===== src/rtl/slot_sched_pkg.sv =====
package slot_sched_pkg;

    typedef enum logic [1:0] {
        SLOT_INT = 2'b00,
        SLOT_EXT = 2'b01,
        SLOT_REF = 2'b10
    } slot_kind_t;

    typedef enum logic {
        WIN_FETCH = 1'b0,
        WIN_FREE  = 1'b1
    } win_state_t;

endpackage


===== src/rtl/slot_clk_div.sv =====
module slot_clk_div #(
    parameter int DIV_FAST = 4,
    parameter int DIV_SLOW = 5
) (
    input  logic clk,
    input  logic rst_n,
    input  logic sel_fast,
    output logic tick
);
    localparam int DIV_MAX = (DIV_FAST > DIV_SLOW) ? DIV_FAST : DIV_SLOW;
    localparam int CW      = $clog2(DIV_MAX);
    localparam logic [CW-1:0] LAST_FAST = CW'(DIV_FAST - 1);
    localparam logic [CW-1:0] LAST_SLOW = CW'(DIV_SLOW - 1);

    logic [CW-1:0] cnt_q;
    logic [CW-1:0] cnt_last;

    assign cnt_last = sel_fast ? LAST_FAST : LAST_SLOW;
    // greater-or-equal keeps a rate change mid-count from skipping the wrap
    assign tick     = (cnt_q >= cnt_last);

    always_ff @(posedge clk or negedge rst_n) begin
        if (!rst_n) begin
            cnt_q <= '0;
        end else if (tick) begin
            cnt_q <= '0;
        end else begin
            cnt_q <= cnt_q + 1'b1;
        end
    end

endmodule


===== src/rtl/slot_pos_ctr.sv =====
module slot_pos_ctr #(
    parameter int SLOTS_WIDE   = 210,
    parameter int SLOTS_NARROW = 171,
    parameter int PW           = 8
) (
    input  logic          clk,
    input  logic          rst_n,
    input  logic          tick,
    input  logic          wide,
    output logic [PW-1:0] pos
);
    localparam logic [PW-1:0] LAST_WIDE   = PW'(SLOTS_WIDE - 1);
    localparam logic [PW-1:0] LAST_NARROW = PW'(SLOTS_NARROW - 1);

    logic [PW-1:0] pos_last;
    logic          at_end;

    assign pos_last = wide ? LAST_WIDE : LAST_NARROW;
    assign at_end   = (pos >= pos_last);

    always_ff @(posedge clk or negedge rst_n) begin
        if (!rst_n) begin
            pos <= '0;
        end else if (tick) begin
            if (at_end) begin
                pos <= '0;
            end else begin
                pos <= pos + 1'b1;
            end
        end
    end

endmodule


===== src/rtl/slot_classify.sv =====
module slot_classify
    import slot_sched_pkg::*;
#(
    parameter int PW           = 8,
    parameter int REF_BASE     = 28,
    parameter int REF_STRIDE   = 32,
    parameter int REF_CNT_W    = 5,
    parameter int REF_CNT_N    = 4,
    parameter int EXT_BASE     = 4,
    parameter int EXT_STRIDE   = 16,
    parameter int EXT_CNT_W    = 12,
    parameter int EXT_CNT_N    = 10,
    parameter int PAIR_WIDE    = 187,
    parameter int PAIR_NARROW  = 148
) (
    input  logic [PW-1:0] pos,
    input  logic          wide,
    input  logic          free_pattern,
    output slot_kind_t    kind
);
    localparam int REF_MAX = (REF_CNT_W > REF_CNT_N) ? REF_CNT_W : REF_CNT_N;
    localparam int EXT_MAX = (EXT_CNT_W > EXT_CNT_N) ? EXT_CNT_W : EXT_CNT_N;
    localparam logic [PW-1:0] PAIR_W0 = PW'(PAIR_WIDE);
    localparam logic [PW-1:0] PAIR_W1 = PW'(PAIR_WIDE + 1);
    localparam logic [PW-1:0] PAIR_N0 = PW'(PAIR_NARROW);
    localparam logic [PW-1:0] PAIR_N1 = PW'(PAIR_NARROW + 1);

    logic [REF_MAX-1:0] ref_hit;
    logic [EXT_MAX-1:0] grid_hit;
    logic               pair_hit;
    logic               is_ref;
    logic               is_grid_ext;

    // one comparator per refresh position; the mode gates off the unused ones
    for (genvar k = 0; k < REF_MAX; k++) begin : g_ref
        localparam logic [PW-1:0] REF_AT = PW'(REF_BASE + k * REF_STRIDE);
        localparam logic IN_W = (k < REF_CNT_W);
        localparam logic IN_N = (k < REF_CNT_N);
        assign ref_hit[k] = (wide ? IN_W : IN_N) && (pos == REF_AT);
    end

    // evenly spaced external slots of a fetching line
    for (genvar k = 0; k < EXT_MAX; k++) begin : g_ext
        localparam logic [PW-1:0] EXT_AT = PW'(EXT_BASE + k * EXT_STRIDE);
        localparam logic IN_W = (k < EXT_CNT_W);
        localparam logic IN_N = (k < EXT_CNT_N);
        assign grid_hit[k] = (wide ? IN_W : IN_N) && (pos == EXT_AT);
    end

    assign pair_hit    = wide ? ((pos == PAIR_W0) || (pos == PAIR_W1))
                              : ((pos == PAIR_N0) || (pos == PAIR_N1));
    assign is_ref      = |ref_hit;
    assign is_grid_ext = (|grid_hit) || pair_hit;

    always_comb begin
        if (is_ref) begin
            kind = SLOT_REF;
        end else if (free_pattern || is_grid_ext) begin
            kind = SLOT_EXT;
        end else begin
            kind = SLOT_INT;
        end
    end

endmodule


===== src/rtl/slot_window_fsm.sv =====
module slot_window_fsm
    import slot_sched_pkg::*;
#(
    parameter int PW               = 8,
    parameter int LINE_W           = 9,
    parameter int PAIR_WIDE        = 187,
    parameter int PAIR_NARROW      = 148,
    parameter int LAST_ACTIVE_LINE = 223,
    parameter int PRE_FIRST_LINE   = 261
) (
    input  logic              clk,
    input  logic              rst_n,
    input  logic              tick,
    input  logic              wide,
    input  logic [PW-1:0]     pos,
    input  logic [LINE_W-1:0] line,
    output logic              free_win
);
    localparam logic [PW-1:0]     PAIR_W     = PW'(PAIR_WIDE);
    localparam logic [PW-1:0]     PAIR_N     = PW'(PAIR_NARROW);
    localparam logic [LINE_W-1:0] OPEN_LINE  = LINE_W'(LAST_ACTIVE_LINE);
    localparam logic [LINE_W-1:0] CLOSE_LINE = LINE_W'(PRE_FIRST_LINE);

    win_state_t state_q;
    win_state_t state_d;
    logic       at_pair;

    assign at_pair = tick && (pos == (wide ? PAIR_W : PAIR_N));

    always_ff @(posedge clk or negedge rst_n) begin
        if (!rst_n) begin
            state_q <= WIN_FREE;
        end else begin
            state_q <= state_d;
        end
    end

    always_comb begin
        state_d = state_q;
        unique case (state_q)
            WIN_FETCH: if (at_pair && (line == OPEN_LINE))  state_d = WIN_FREE;
            WIN_FREE:  if (at_pair && (line == CLOSE_LINE)) state_d = WIN_FETCH;
        endcase
    end

    always_comb begin
        unique case (state_q)
            WIN_FETCH: free_win = 1'b0;
            WIN_FREE:  free_win = 1'b1;
        endcase
    end

endmodule


===== src/rtl/slot_scheduler.sv =====
module slot_scheduler
    import slot_sched_pkg::*;
#(
    parameter int DIV_WIDE         = 4,
    parameter int DIV_NARROW       = 5,
    parameter int SLOTS_WIDE       = 210,
    parameter int SLOTS_NARROW     = 171,
    parameter int REF_BASE         = 28,
    parameter int REF_STRIDE       = 32,
    parameter int REF_CNT_W        = 5,
    parameter int REF_CNT_N        = 4,
    parameter int EXT_BASE         = 4,
    parameter int EXT_STRIDE       = 16,
    parameter int EXT_CNT_W        = 12,
    parameter int EXT_CNT_N        = 10,
    parameter int PAIR_WIDE        = 187,
    parameter int PAIR_NARROW      = 148,
    parameter int LINE_W           = 9,
    parameter int LAST_ACTIVE_LINE = 223,
    parameter int PRE_FIRST_LINE   = 261,
    localparam int POS_W           = $clog2(SLOTS_WIDE)
) (
    input  logic              clk,
    input  logic              rst_n,
    input  logic              wide_timing,
    input  logic              wide_draw,
    input  logic              blank,
    input  logic [LINE_W-1:0] line_idx,
    output logic              slot_en,
    output logic [1:0]        slot_type,
    output logic [POS_W-1:0]  slot_pos,
    output logic              fifo_drain
);
    logic       free_win;
    slot_kind_t kind;

    slot_clk_div #(
        .DIV_FAST (DIV_WIDE),
        .DIV_SLOW (DIV_NARROW)
    ) u_div (
        .clk      (clk),
        .rst_n    (rst_n),
        .sel_fast (wide_timing),
        .tick     (slot_en)
    );

    slot_pos_ctr #(
        .SLOTS_WIDE   (SLOTS_WIDE),
        .SLOTS_NARROW (SLOTS_NARROW),
        .PW           (POS_W)
    ) u_pos (
        .clk   (clk),
        .rst_n (rst_n),
        .tick  (slot_en),
        .wide  (wide_draw),
        .pos   (slot_pos)
    );

    slot_window_fsm #(
        .PW               (POS_W),
        .LINE_W           (LINE_W),
        .PAIR_WIDE        (PAIR_WIDE),
        .PAIR_NARROW      (PAIR_NARROW),
        .LAST_ACTIVE_LINE (LAST_ACTIVE_LINE),
        .PRE_FIRST_LINE   (PRE_FIRST_LINE)
    ) u_win (
        .clk      (clk),
        .rst_n    (rst_n),
        .tick     (slot_en),
        .wide     (wide_draw),
        .pos      (slot_pos),
        .line     (line_idx),
        .free_win (free_win)
    );

    slot_classify #(
        .PW          (POS_W),
        .REF_BASE    (REF_BASE),
        .REF_STRIDE  (REF_STRIDE),
        .REF_CNT_W   (REF_CNT_W),
        .REF_CNT_N   (REF_CNT_N),
        .EXT_BASE    (EXT_BASE),
        .EXT_STRIDE  (EXT_STRIDE),
        .EXT_CNT_W   (EXT_CNT_W),
        .EXT_CNT_N   (EXT_CNT_N),
        .PAIR_WIDE   (PAIR_WIDE),
        .PAIR_NARROW (PAIR_NARROW)
    ) u_cls (
        .pos          (slot_pos),
        .wide         (wide_draw),
        .free_pattern (free_win || blank),
        .kind         (kind)
    );

    assign slot_type  = kind;
    assign fifo_drain = slot_en && (kind == SLOT_EXT);

endmodule


===== config.mk =====
export PLATFORM = sky130hd
export DESIGN_NAME = slot_scheduler
export DESIGN_NICKNAME = d
export VERILOG_FILES = /design/src/rtl/slot_sched_pkg.sv /design/src/rtl/slot_clk_div.sv /design/src/rtl/slot_pos_ctr.sv /design/src/rtl/slot_classify.sv /design/src/rtl/slot_window_fsm.sv /design/src/rtl/slot_scheduler.sv
export SDC_FILE = /design/constraint.sdc
export NUM_CORES = 1
export LEC_CHECK = 0
export BUFFER_PORTS_ARGS = -buffer_cell sky130_fd_sc_hd__buf_4
export CORE_ASPECT_RATIO = 0.6
export CORE_UTILIZATION = 40
export CTS_CLUSTER_DIAMETER = 80
export CTS_CLUSTER_SIZE = 12
export DETAILED_ROUTE_END_ITERATION = 7
export PLACE_DENSITY_LB_ADDON = 0.2
export SLEW_MARGIN = 20
export SYNTH_ARGS = -nofsm -noshare
export SYNTH_HDL_FRONTEND = slang
export SYNTH_SLANG_ARGS = --single-unit

===== constraint.sdc =====
create_clock -name clk -period 2.7 [get_ports clk]
set_input_delay 0.27 -clock clk [delete_from_list [all_inputs] [get_ports clk]]
set_output_delay 0.27 -clock clk [all_outputs]
set_load 0.03 [all_outputs]

After elaboration in Yosys (flattened, before gate mapping) --
Index checks and enable logic that the tools add are counted.
Storage, ports and cells: memory bits (writable) 0, bits of input ports 14, output and inout port bits 12, memories 0, memory bits (read-only) 0, latch bits 0, flip-flop bits (word level) 12
Cells by class: $mul 0, divide/modulo/power cells 0, $lt $le $gt $ge 2, shift-type cells 0, add/sub/neg operators 2, eq/ne operators 24, reductions and logical operators 14, bitwise logic cells 1, mux-type cells 13
Operators with widths (count):
- $eq A8 B8 Y1 const B | 8
- $eq A8 B7 Y1 const B | 6
- $eq A8 B6 Y1 const B | 3
- $eq A8 B5 Y1 const B | 2
- $reduce_or A12 Y1 | 1
- $eq A9 B8 Y1 const B | 1
- $eq A9 B9 Y1 const B | 1
- $add A8 B1 Y8 const B | 1
- $eq A8 B3 Y1 const B | 1
- $eq A8 B8 Y1 | 1
- $ge A8 B8 Y1 | 1
- $mux W8 | 1
- $logic_and A1 B1 Y1 | 7
- $mux W7 | 1
- $mux W3 | 2
- $mux W6 | 1
- $logic_or A1 B1 Y1 | 5
- $mux W1 | 5
- $reduce_or A5 Y1 | 1
- $pmux W1 S2 | 2
- $add A3 B1 Y3 const B | 1
- $ge A3 B3 Y1 | 1
- $eq A2 B1 Y1 const B | 1
- $mux W2 | 1
- $not A1 Y1 | 1

Depth between registers and ports, before layout --
Gate-level depths: netlist of the first run.
word-level depth 9, gate-level depth with buffers 8

By module --
From an unflattened synthesis of the first run, not the netlist that was laid out.
Second synthesis, totals: cell total of the unflattened synthesis 106, area, all modules 988.4 µm²
By module, submodules not included:
- slot_pos_ctr | times used 1, sequential area each 200.2 µm², area an instance 543.0 µm², cells each 56
- slot_clk_div | times used 1, sequential area each 75.1 µm², area an instance 193.9 µm², cells each 17
- slot_window_fsm | times used 1, sequential area each 26.3 µm², area an instance 127.6 µm², cells each 15
- slot_classify | times used 1, sequential area each 0.0 µm², area an instance 108.9 µm², cells each 16
- slot_scheduler | times used 1, sequential area each 0.0 µm², area an instance 15.0 µm², cells each 2

Least setup slack after synthesis of the first run --
No wires, ideal clock.
kind flip-flop to flip-flop, from reg u_pos.pos[0], to reg u_win.state_q, buffers on the path 0, setup time 87 ps, data arrival time 2322 ps, period minus slack after synthesis 2410 ps, cell stages (with the launch flop) 7, slack 290 ps, cell sequence dfrtp_1 inv_1 ha_1 or4b_1 or4_4 o41ai_1 a2bb2oi_1
On the way: word-level cells in the longest chain between the ends 5, elaborated cells on any way between the ends 7, classes of those cells eq/ne: 1; mux: 3; reduce/logical: 3
RTL lines:
- from (decl) | line slot_pos_ctr.sv:10 | output logic [PW-1:0] pos
- from (signal assigned) | line slot_pos_ctr.sv:28 | pos <= pos + 1'b1;
- $eq A8 B8 Y1 (*) | line slot_window_fsm.sv:28 | assign at_pair = tick && (pos == (wide ? PAIR_W : PAIR_N));
- $logic_and A1 B1 Y1 (*) | line slot_window_fsm.sv:28
- $logic_and A1 B1 Y1, on equally long branches | line slot_window_fsm.sv:42, slot_window_fsm.sv:41
- $mux W1, on equally long branches | line slot_window_fsm.sv:42, slot_window_fsm.sv:41
- $pmux W1 S2 (*) | line slot_window_fsm.sv:40 | unique case (state_q)
- via u_win.state_d | line slot_window_fsm.sv:25 | win_state_t state_d;
- to (signal assigned) | line slot_window_fsm.sv:34 | state_q <= state_d;
- to (decl) | line slot_window_fsm.sv:24 | win_state_t state_q;
Mark *: on every way through the listed nets, which the timed path passes. The rest lies on a longest branch. A chain may end at the register's enable or synchronous reset.

Worst setup path after layout of the first run --
Same ends and word-level chain as after synthesis.

==> impl_metrics.ini, run 1 <==
[run_status]
outcome = completed

[synth]
ys.flop_type = dfrtp_1
synth_edf_count = 0
syn_area_um2 = 970
netlist_top_cells_count = ha_1 (13), dfrtp_1 (11), inv_1 (8), nand2_1 (8), a22oi_1 (6)
yosys.cell_types.count = 36
synth.top_cells.by_area = dfrtp_1 (28%), ha_1 (17%), a22oi_1 (4.6%), inv_1 (3.1%), nand2_1 (3.1%)
ys_warn_count = 0
synth_seq_cells = 12
yosysTopAreaCellShare_pct = 28.4
yosysSeqAreaShare_pct = 31.1
synth_nets = 135
syn_area_per_cell_um2 = 8.98
yosys.area.top_type = dfrtp_1
post-synth-top-count-cell = ha_1
synth-async-reset-ratio_pct = 100
syn_inst = 108

[layout]
nets = 164
area_delta_synth_final_pct = 28.8
drive_above_1_share_pct = 25.7
post-route-util_pct = 56.0
num_antenna_cells = 0

[cts]
cts_resized = 0
clk_latency_ps = 240
cts_buffers = 3
cts_tree = built
cts_setup_buffers = 0
clock_sinks = 12
cts_root_buf = clkbuf_8
path_clk_slew_ps = 50
cts_max_path_buffers = 2
htreeDepth = 1
postCtsHoldBufs = 1

[floorplanning]
die_width_um = 65.6
initial_core_util_pct = 43.5
pin_count = 26
die-area_um2 = 2630
core_um2 = 2230
die_h_um = 40.1
rows = 13

[place]
place_congestion = 0.839
post-place-ws_ps = 341
hpwl_um = 2010
port_buffers = 25

[power_and_ir_drop]
ir_drop_v = 0.000438
total_leakage_power_nw = 0.576
power_density_nw_per_um2 = 1030
p_total_mw = 1.28

[grt]
grt_pass1_vias = 847
grt_max_degree = 18
grt_pass1_wl_um = 4160
grt-ovfl-total = 0
antenna_found_initial = 0
grt.total_usage_pct = 22.8

[timing]
max_slew_margin_pct = 70.9
setup_viol = 0
finClkSkew_ps = 0.760
hold_viol = 0
fin_crit_sh_pct = 87.8
tightest_slew_ps = 426
rsz0062_at_grt = no
tns_ps = 0
drv_slew = 0
setup_ws_ps = 330
fmax_mhz = 422
min_period_ps = 2370
hold_ws_ps = 162

[worst_setup_path]
crit_fanout = 7
cp.required_ps = 2870
max_stage_delay_ps = 540
critPathTopFamily = simple AND/OR/NAND/NOR gates
crit_path_start_kind = flip-flop
cp.arrival_ps = 2540
setup.worst_path.end_class = flip-flop
path_class = flip-flop to flip-flop
worst-path-buf-inv = 1
cp_cell_sequence = inv_1 -> ha_1 -> or4b_1 -> or4_4 -> nor4_2 -> a2bb2oi_1
slowest_stage = or4_4

[detailed_routing]
dr.pass1.iters = 4
detail_route.vias_per_cell = 5.80
drt-initial-drc-count = 26
drc = 0
vias = 963
antenna_left = 0
wl_um = 2600
wire_per_inst_um = 15.7

[flow_run]
maxCapViolations = 0

[min_path]
hold_path_class = primary input to flip-flop
through the flow:
stage / cells / area, um2
2_1_floorplan: 108 / 970
3_3_place_gp: 161 / 1190
6_report: 166 / 1250
3_5_place_dp: 161 / 1190
4_1_cts: 166 / 1250
5_1_grt: 166 / 1250
cells by family after synthesis:
logic type	count (synthesis)	synth area share (%)
AOI/OAI and AO/OA	28	20.3
xor gates and xnor gates	2	1.81
adders and majority gates	13	16.8
buffers and inverters	13	5.55
DFF	12	31.1
and+or+nand+nor	40	24.5
registers in the layout, summed over array words and instances, names as in the netlist:
register	count
u_win.state_q	1
u_pos.pos	8
u_div.cnt_q	3
layout by cell type (no fill, tap or decap), drive strengths merged, types with 2 or more instances in the layout:
master  count
buf        28
ha         13
dfrtp      11
inv         8
nand2       8
a22oi       6
nor2        5
o21ai       5
or4         5
or3         4
nand3       4
clkbuf      4
a211oi      3
nand3b      3
a21oi       3
o31ai       3
and2        2
nand2b      2
xnor2       2
nand4       2
per-layer routing:
metal	wire [um]	vias up	part of all wire [%]	global-route usage, %
met5	0	-	0	0
met4	7	0	0.27	7.07
met3	182	2	7.0	6.82
met2	1160	38	45	36.9
met1	1250	458	48	29.8
li1	-	465	-	-
layout make-up:
cell class | count | area [um2]
clock buffer | 4 | 45.0
timing repair buffer | 29 | 220
fill | 202 | 980
inverter | 8 | 30.0
multi-input combinational | 83 | 614
tap | 30 | 37.5
sequential | 12 | 302
power breakdown:
part           internal (mW)  total [mW]  leakage (nW)  switching, mW
sequential             0.250       0.381         0.151          0.131
clock                  0.104       0.172        0.0228         0.0681
combinational          0.290       0.727         0.402          0.438
final timing paths:
check,cells after the start,slack (ps),from,end
max,6,330,u_pos.pos[0],u_win.state_q
min,2,160,line_idx[8],u_win.state_q
max in group asynchronous,2,2060,rst_n,u_win.state_q
min reg2reg,2,480,u_win.state_q,u_win.state_q
max reg2reg,6,330,u_pos.pos[0],u_win.state_q
min in group asynchronous,2,410,rst_n,u_div.cnt_q[0]
No activity file was read; power rests on OpenSTA's default activity.
==> run 2: changes to the inputs <==
--- a/config.mk
+++ b/config.mk
@@ -11,8 +11,10 @@
 export CTS_CLUSTER_DIAMETER = 80
 export CTS_CLUSTER_SIZE = 12
 export DETAILED_ROUTE_END_ITERATION = 7
-export PLACE_DENSITY_LB_ADDON = 0.2
+export PLACE_DENSITY_LB_ADDON = 0.25
+export RECOVER_POWER = 25
 export SLEW_MARGIN = 20
 export SYNTH_ARGS = -nofsm -noshare
 export SYNTH_HDL_FRONTEND = slang
+export SYNTH_HIERARCHICAL = 1
 export SYNTH_SLANG_ARGS = --single-unit
==> run 2 against run 1 <==
Largest power group unchanged. Global-route usage is 3.0 points lower. Setup slack improved by 160 ps. Count of clock-buffer cells in the layout did not move. Fmax grew 7.0%.
==> impl_metrics.ini, run 2 <==
[cts]
cts_tree = built
path_clk_slew_ps = 50
cts_buffers = 3
cts_setup_buffers = 0
clock_sinks = 12
cts_root_buf = clkbuf_8
cts_resized = 0
htreeDepth = 1
cts_max_path_buffers = 2
postCtsHoldBufs = 1
clk_latency_ps = 240

[grt]
antenna_found_initial = 0
grt_max_degree = 15
met3_usage_pct = 6.82
grt_pass1_wl_um = 3720
grt-ovfl-total = 0
grt_pass1_vias = 805
grtUsageMet2_pct = 32.9
top_usage_layer = met2
grtUsageMet1_pct = 25.0
grt.total_usage_pct = 19.8

[layout]
layout_commonest_cell = buf_4
final-seq-area_um2 = 302
most-common-layout-cells = buf_4 (24), nor2_1 (11), ha_1 (11), dfrtp_1 (11), inv_1 (9)
area_delta_synth_final_pct = 27.7
num_antenna_cells = 0
drive_above_1_share_pct = 28.4
largest_reg_flops = 8
fillers = 200
regMostFlops = u_pos/pos
fin_cells = 164
largestRegisters = u_pos/pos: 8 flops, u_div/cnt_q: 3 flops, u_win/state_q: 1 flops
multi_input_area_um2 = 641
nets = 160

[power_and_ir_drop]
total_leakage_power_nw = 0.588
ir_drop_v = 0.000466
power_density_nw_per_um2 = 1010

[floorplanning]
rows = 13
die_width_um = 66.2
die_h_um = 40.5
pin_count = 26
initial_core_util_pct = 44.0
core_um2 = 2240
die-area_um2 = 2680

[detailed_routing]
vias = 917
drt-initial-drc-count = 43
dr.pass1.iters = 4
antenna_left = 0
wl_um = 2370
detail_route.vias_per_cell = 5.59
wire_per_inst_um = 14.4
drc = 0

[worst_setup_path]
crit_fanout = 14
cp.required_ps = 2430
worst_r2r_endpoint = u_pos/pos[7]
crit_path_start_kind = flip-flop
cp.arrival_ps = 1940
path_class = flip-flop to output port
r2r_slack_ps = 660
worstRegToRegCells = 8
rr_startpoint = u_div/cnt_q[2]
setup.worst_path.end_class = output port

[timing]
hold_viol = 0
setup_viol = 0
tightest_slew_ps = 646
finClkSkew_ps = 2.78
fmax_mhz = 452
fin_crit_sh_pct = 82.0
drv_slew = 0
rsz0062_at_grt = no
tns_ps = 0
hold_ws_ps = 363
min_period_ps = 2210
max_slew_margin_pct = 56.9

[synth]
syn_area_um2 = 988
yosysSeqAreaShare_pct = 30.5
synth-async-reset-ratio_pct = 100
yosys.cell_types.count = 43
syn_area_per_cell_um2 = 9.32
ys_warn_count = 6
synth_nets = 131
yosysTopAreaCellShare_pct = 27.8
synth_edf_count = 0
synth.top_cells.by_area = dfrtp_1 (28%), ha_1 (14%), nor2_1 (4.2%), inv_1 (3.4%), a2111oi_4 (2.8%)
ys.flop_type = dfrtp_1
netlist_top_cells_count = dfrtp_1 (11), ha_1 (11), nor2_1 (11), inv_1 (9), nand2_1 (7)
yosys.area.top_type = dfrtp_1
syn_inst = 106
synth_seq_cells = 12

[place]
hpwl_um = 1790
placed_cells = 159
port_buffers = 25
place_congestion = 0.727

[run_status]
outcome = completed

[flow_run]
maxCapViolations = 0

[min_path]
hold_path_end = u_win/state_q
holdPathStages = 4
hold_path_class = primary input to flip-flop
min-delay-start = line_idx[8]
run 2: cell count changes after synthesis, moves of 3 or more:
cell / before / now
a22oi_1: 6 / 0
clkbuf_1: 3 / 0
nand3b_1: 3 / 0
o31ai_1: 3 / 0
or3_1: 4 / 0
nor2_1: 5 / 11
or4_1: 4 / 0
run 2: cell families (layout without fill, tap and decap cells):
kind of cell | after synthesis | in the layout | synth area share [%]
and+or+nand+nor | 44 | 44 | 26.2
DFF | 12 | 12 | 30.5
buffers and inverters | 11 | 39 | 4.68
xor gates and xnor gates | 5 | 5 | 4.43
AOI/OAI and AO/OA | 22 | 22 | 19.2
muxes | 1 | 1 | 1.01
adders and majority gates | 11 | 11 | 13.9
run 2: how the worst max path moves through the flow:
stage / startpoint / to / slack, ps / cells after the start
6_report: u_div/cnt_q[2] / fifo_drain / 490 / 5
5_1_grt: u_div/cnt_q[2] / fifo_drain / 430 / 5
4_1_cts: u_div/cnt_q[2] / fifo_drain / 500 / 5
3_5_place_dp: wide_timing / u_pos/pos[7] / 720 / 9
3_3_place_gp: wide_timing / fifo_drain / 770 / 6
2_1_floorplan: u_pos/pos[3] / fifo_drain / 560 / 4
run 2: final cells by class:
type / count / share of cell area [%]
inverters: 9 / 2.68
multi-input cells: 83 / 50.7
repair buffers: 26 / 15.4
clock buffers: 4 / 4.36
well taps: 30 / 2.97
flip-flops and latches: 12 / 23.9
run 2: per-stage QoR:
stage	setup WS, ps	util (%)	power, mW	area (um2)
after global placement	772	53.5	1.04	1200
after global routing	433	56.2	1.37	1260
after detailed placement	723	53.5	1.07	1200
after floorplan	559	-	0.846	988
after CTS	500	56.4	1.28	1270
final	486	56.2	1.27	1260
run 2: worst max-delay path, cell delays in order (launching register included):
cell and delay, ps:
dfrtp_1 390, ha_1 360, a21o_1 250, a31o_2 320
and3b_1 210, buf_4 160
run 2: layer usage:
| metal | wire, um | vias up |
|---|---|---|
| li1 | - | 450 |
| met1 | 1180 | 431 |
| met2 | 1040 | 36 |
| met3 | 151 | 0 |
| met4 | 0 | 0 |
| met5 | 0 | - |
run 2: report_power, final:
group,total (mW),internal (mW),switching [mW]
clock,0.198,0.129,0.0686
combinational,0.697,0.296,0.401
sequential,0.380,0.243,0.137
total,1.27,0.668,0.607
==> run 3: changes to the inputs <==
==> constraint.sdc (replaced) <==
create_clock -name clk -period 2.1 [get_ports clk]
set_input_delay 0.21 -clock clk [delete_from_list [all_inputs] [get_ports clk]]
set_output_delay 0.21 -clock clk [all_outputs]
set_load 0.03 [all_outputs]
==> run 3 against run 2 <==
Sequential cell count unchanged. Combinational power increased by 41%. Count of clock-buffer cells in the layout unchanged. Critical path type unchanged. Clock skew increased by 1.9 ps. Non-clock buffer count increased by 2. Largest cell class unchanged.
==> impl_metrics.ini, run 3 (same netlist as run 2, synthesis figures left out) <==
[min_path]
min-delay-start = line_idx[8]
hold_path_class = primary input to flip-flop
holdPathStages = 4

[detailed_routing]
antenna_left = 0
wl_um = 2470
drc = 0
dr.pass1.iters = 4
wire_per_inst_um = 14.9
vias = 949
drt-initial-drc-count = 43
detail_route.vias_per_cell = 5.72

[place]
placed_cells = 161
hpwl_um = 1850
place_congestion = 0.766
post-place-ws_ps = 138
port_buffers = 25
place_area_um2 = 1220

[timing]
tightest_slew_ps = 642
rsz0062_at_grt = no
finClkSkew_ps = 4.72
setup_viol = 0
fmax_mhz = 496
tns_ps = 0
hold_viol = 0
setup_ws_ps = 83.2
min_period_ps = 2020
fin_crit_sh_pct = 96.0
hold_ws_ps = 309
max_slew_margin_pct = 57.2
drv_slew = 0

[cts]
path_clk_slew_ps = 50
clk_latency_ps = 240
cts_root_buf = clkbuf_8
clock_sinks = 12
htreeDepth = 1
cts_max_path_buffers = 2
cts_setup_buffers = 0
cts_tree = built
cts_buffers = 3

[floorplanning]
rows = 13
die-area_um2 = 2680
die_width_um = 66.2
core_um2 = 2240
initial_core_util_pct = 44.0
die_h_um = 40.5
pin_count = 26

[power_and_ir_drop]
power_density_nw_per_um2 = 1290
total_leakage_power_nw = 0.593
ir_drop_v = 0.000766
p_total_mw = 1.67

[worst_setup_path]
cp_cell_sequence = inv_1 -> ha_1 -> nand2b_1 -> a31o_4 -> and3b_1 -> buf_4
worstRegToRegCells = 7
path_class = flip-flop to output port
rr_startpoint = u_div/cnt_q[2]
worst-path-buf-inv = 2
crit_fanout = 14
crit_path_start_kind = flip-flop
cp.arrival_ps = 1810
cp.depth = 6
setup.worst_path.end_class = output port
max_stage_delay_ps = 370
critPathTopFamily = simple AND/OR/NAND/NOR gates
crit_start = u_div/cnt_q[0]
slowest_stage = dfrtp_1
cp.required_ps = 1890

[layout]
regMostFlops = u_pos/pos
post-route-util_pct = 57.4
fin_cells = 166
finalInstanceArea_um2 = 1290
nets = 162
drive_above_1_share_pct = 29.4
fillers = 197
layout_commonest_cell = buf_4
largest_reg_flops = 8
num_antenna_cells = 0
most-common-layout-cells = buf_4 (26), nor2_1 (11), dfrtp_1 (11)
area_delta_synth_final_pct = 30.4
largestRegisters = u_pos/pos: 8 flops, u_div/cnt_q: 3 flops, u_win/state_q: 1 flops

[grt]
grt_pass1_wl_um = 3940
antenna_found_initial = 0
grt.total_usage_pct = 20.7
grt_max_degree = 15
grt_pass1_vias = 827
grt-ovfl-total = 0

[flow_run]
maxCapViolations = 0

[run_status]
outcome = completed
## run 3: changes by cell type in the layout (fill, tap and decap cells not counted), sizes merged
cell / change
buf: +2
## run 3: final timing paths
check                                      end  slack, ps
worst max register to register    u_pos/pos[6]        200
min in group asynchronous       u_div/cnt_q[2]        500
worst max-delay path                fifo_drain         80
worst min register to register  u_div/cnt_q[0]        480
max in group asynchronous         u_pos/pos[5]       1190
worst min-delay path             u_win/state_q        310
## run 3: cell type report
| cell class | count | area, um2 | share of cell area (%) |
|---|---|---|---|
| Tap cell | 30 | 37.5 | 2.91 |
| Sequential cell | 12 | 302 | 23.4 |
| Inverter | 9 | 33.8 | 2.62 |
| Multi-Input combinational cell | 83 | 662 | 51.4 |
| Timing Repair Buffer | 28 | 209 | 16.2 |
| Clock buffer | 4 | 45.0 | 3.50 |
## run 3: power breakdown
part / total, mW / leakage, nW / internal [mW] / switching (mW)
Combinational: 0.982 / 0.424 / 0.419 / 0.563
Sequential: 0.462 / 0.147 / 0.313 / 0.150
Clock: 0.223 / 0.0228 / 0.134 / 0.0890
Total: 1.67 / 0.593 / 0.865 / 0.802
## run 3: worst reg2reg max path, delay by kind of cell (launching register included)
kind	cells	cell delay [ps]
adder cells (fa/ha/maj)	1	320
AO/OA/AOI/OAI	2	410
XOR/XNOR	1	150
flip-flops	1	420
AND/OR/NAND/NOR	3	470
## run 3: timing repair
item	in CTS	in global routing
hold buffers	1	0
pin swaps	0	1
gates resized for setup	1	1
setup endpoints to repair	1	1
hold endpoints to repair	11	0
## run 3: routing by layer
layer	vias up	track usage (%)	share of wire, %
li1	456	-	-
met1	453	27.8	47
met2	38	33.2	45
met3	2	6.53	7.2
met4	0	3.72	0.40
met5	-	0	0
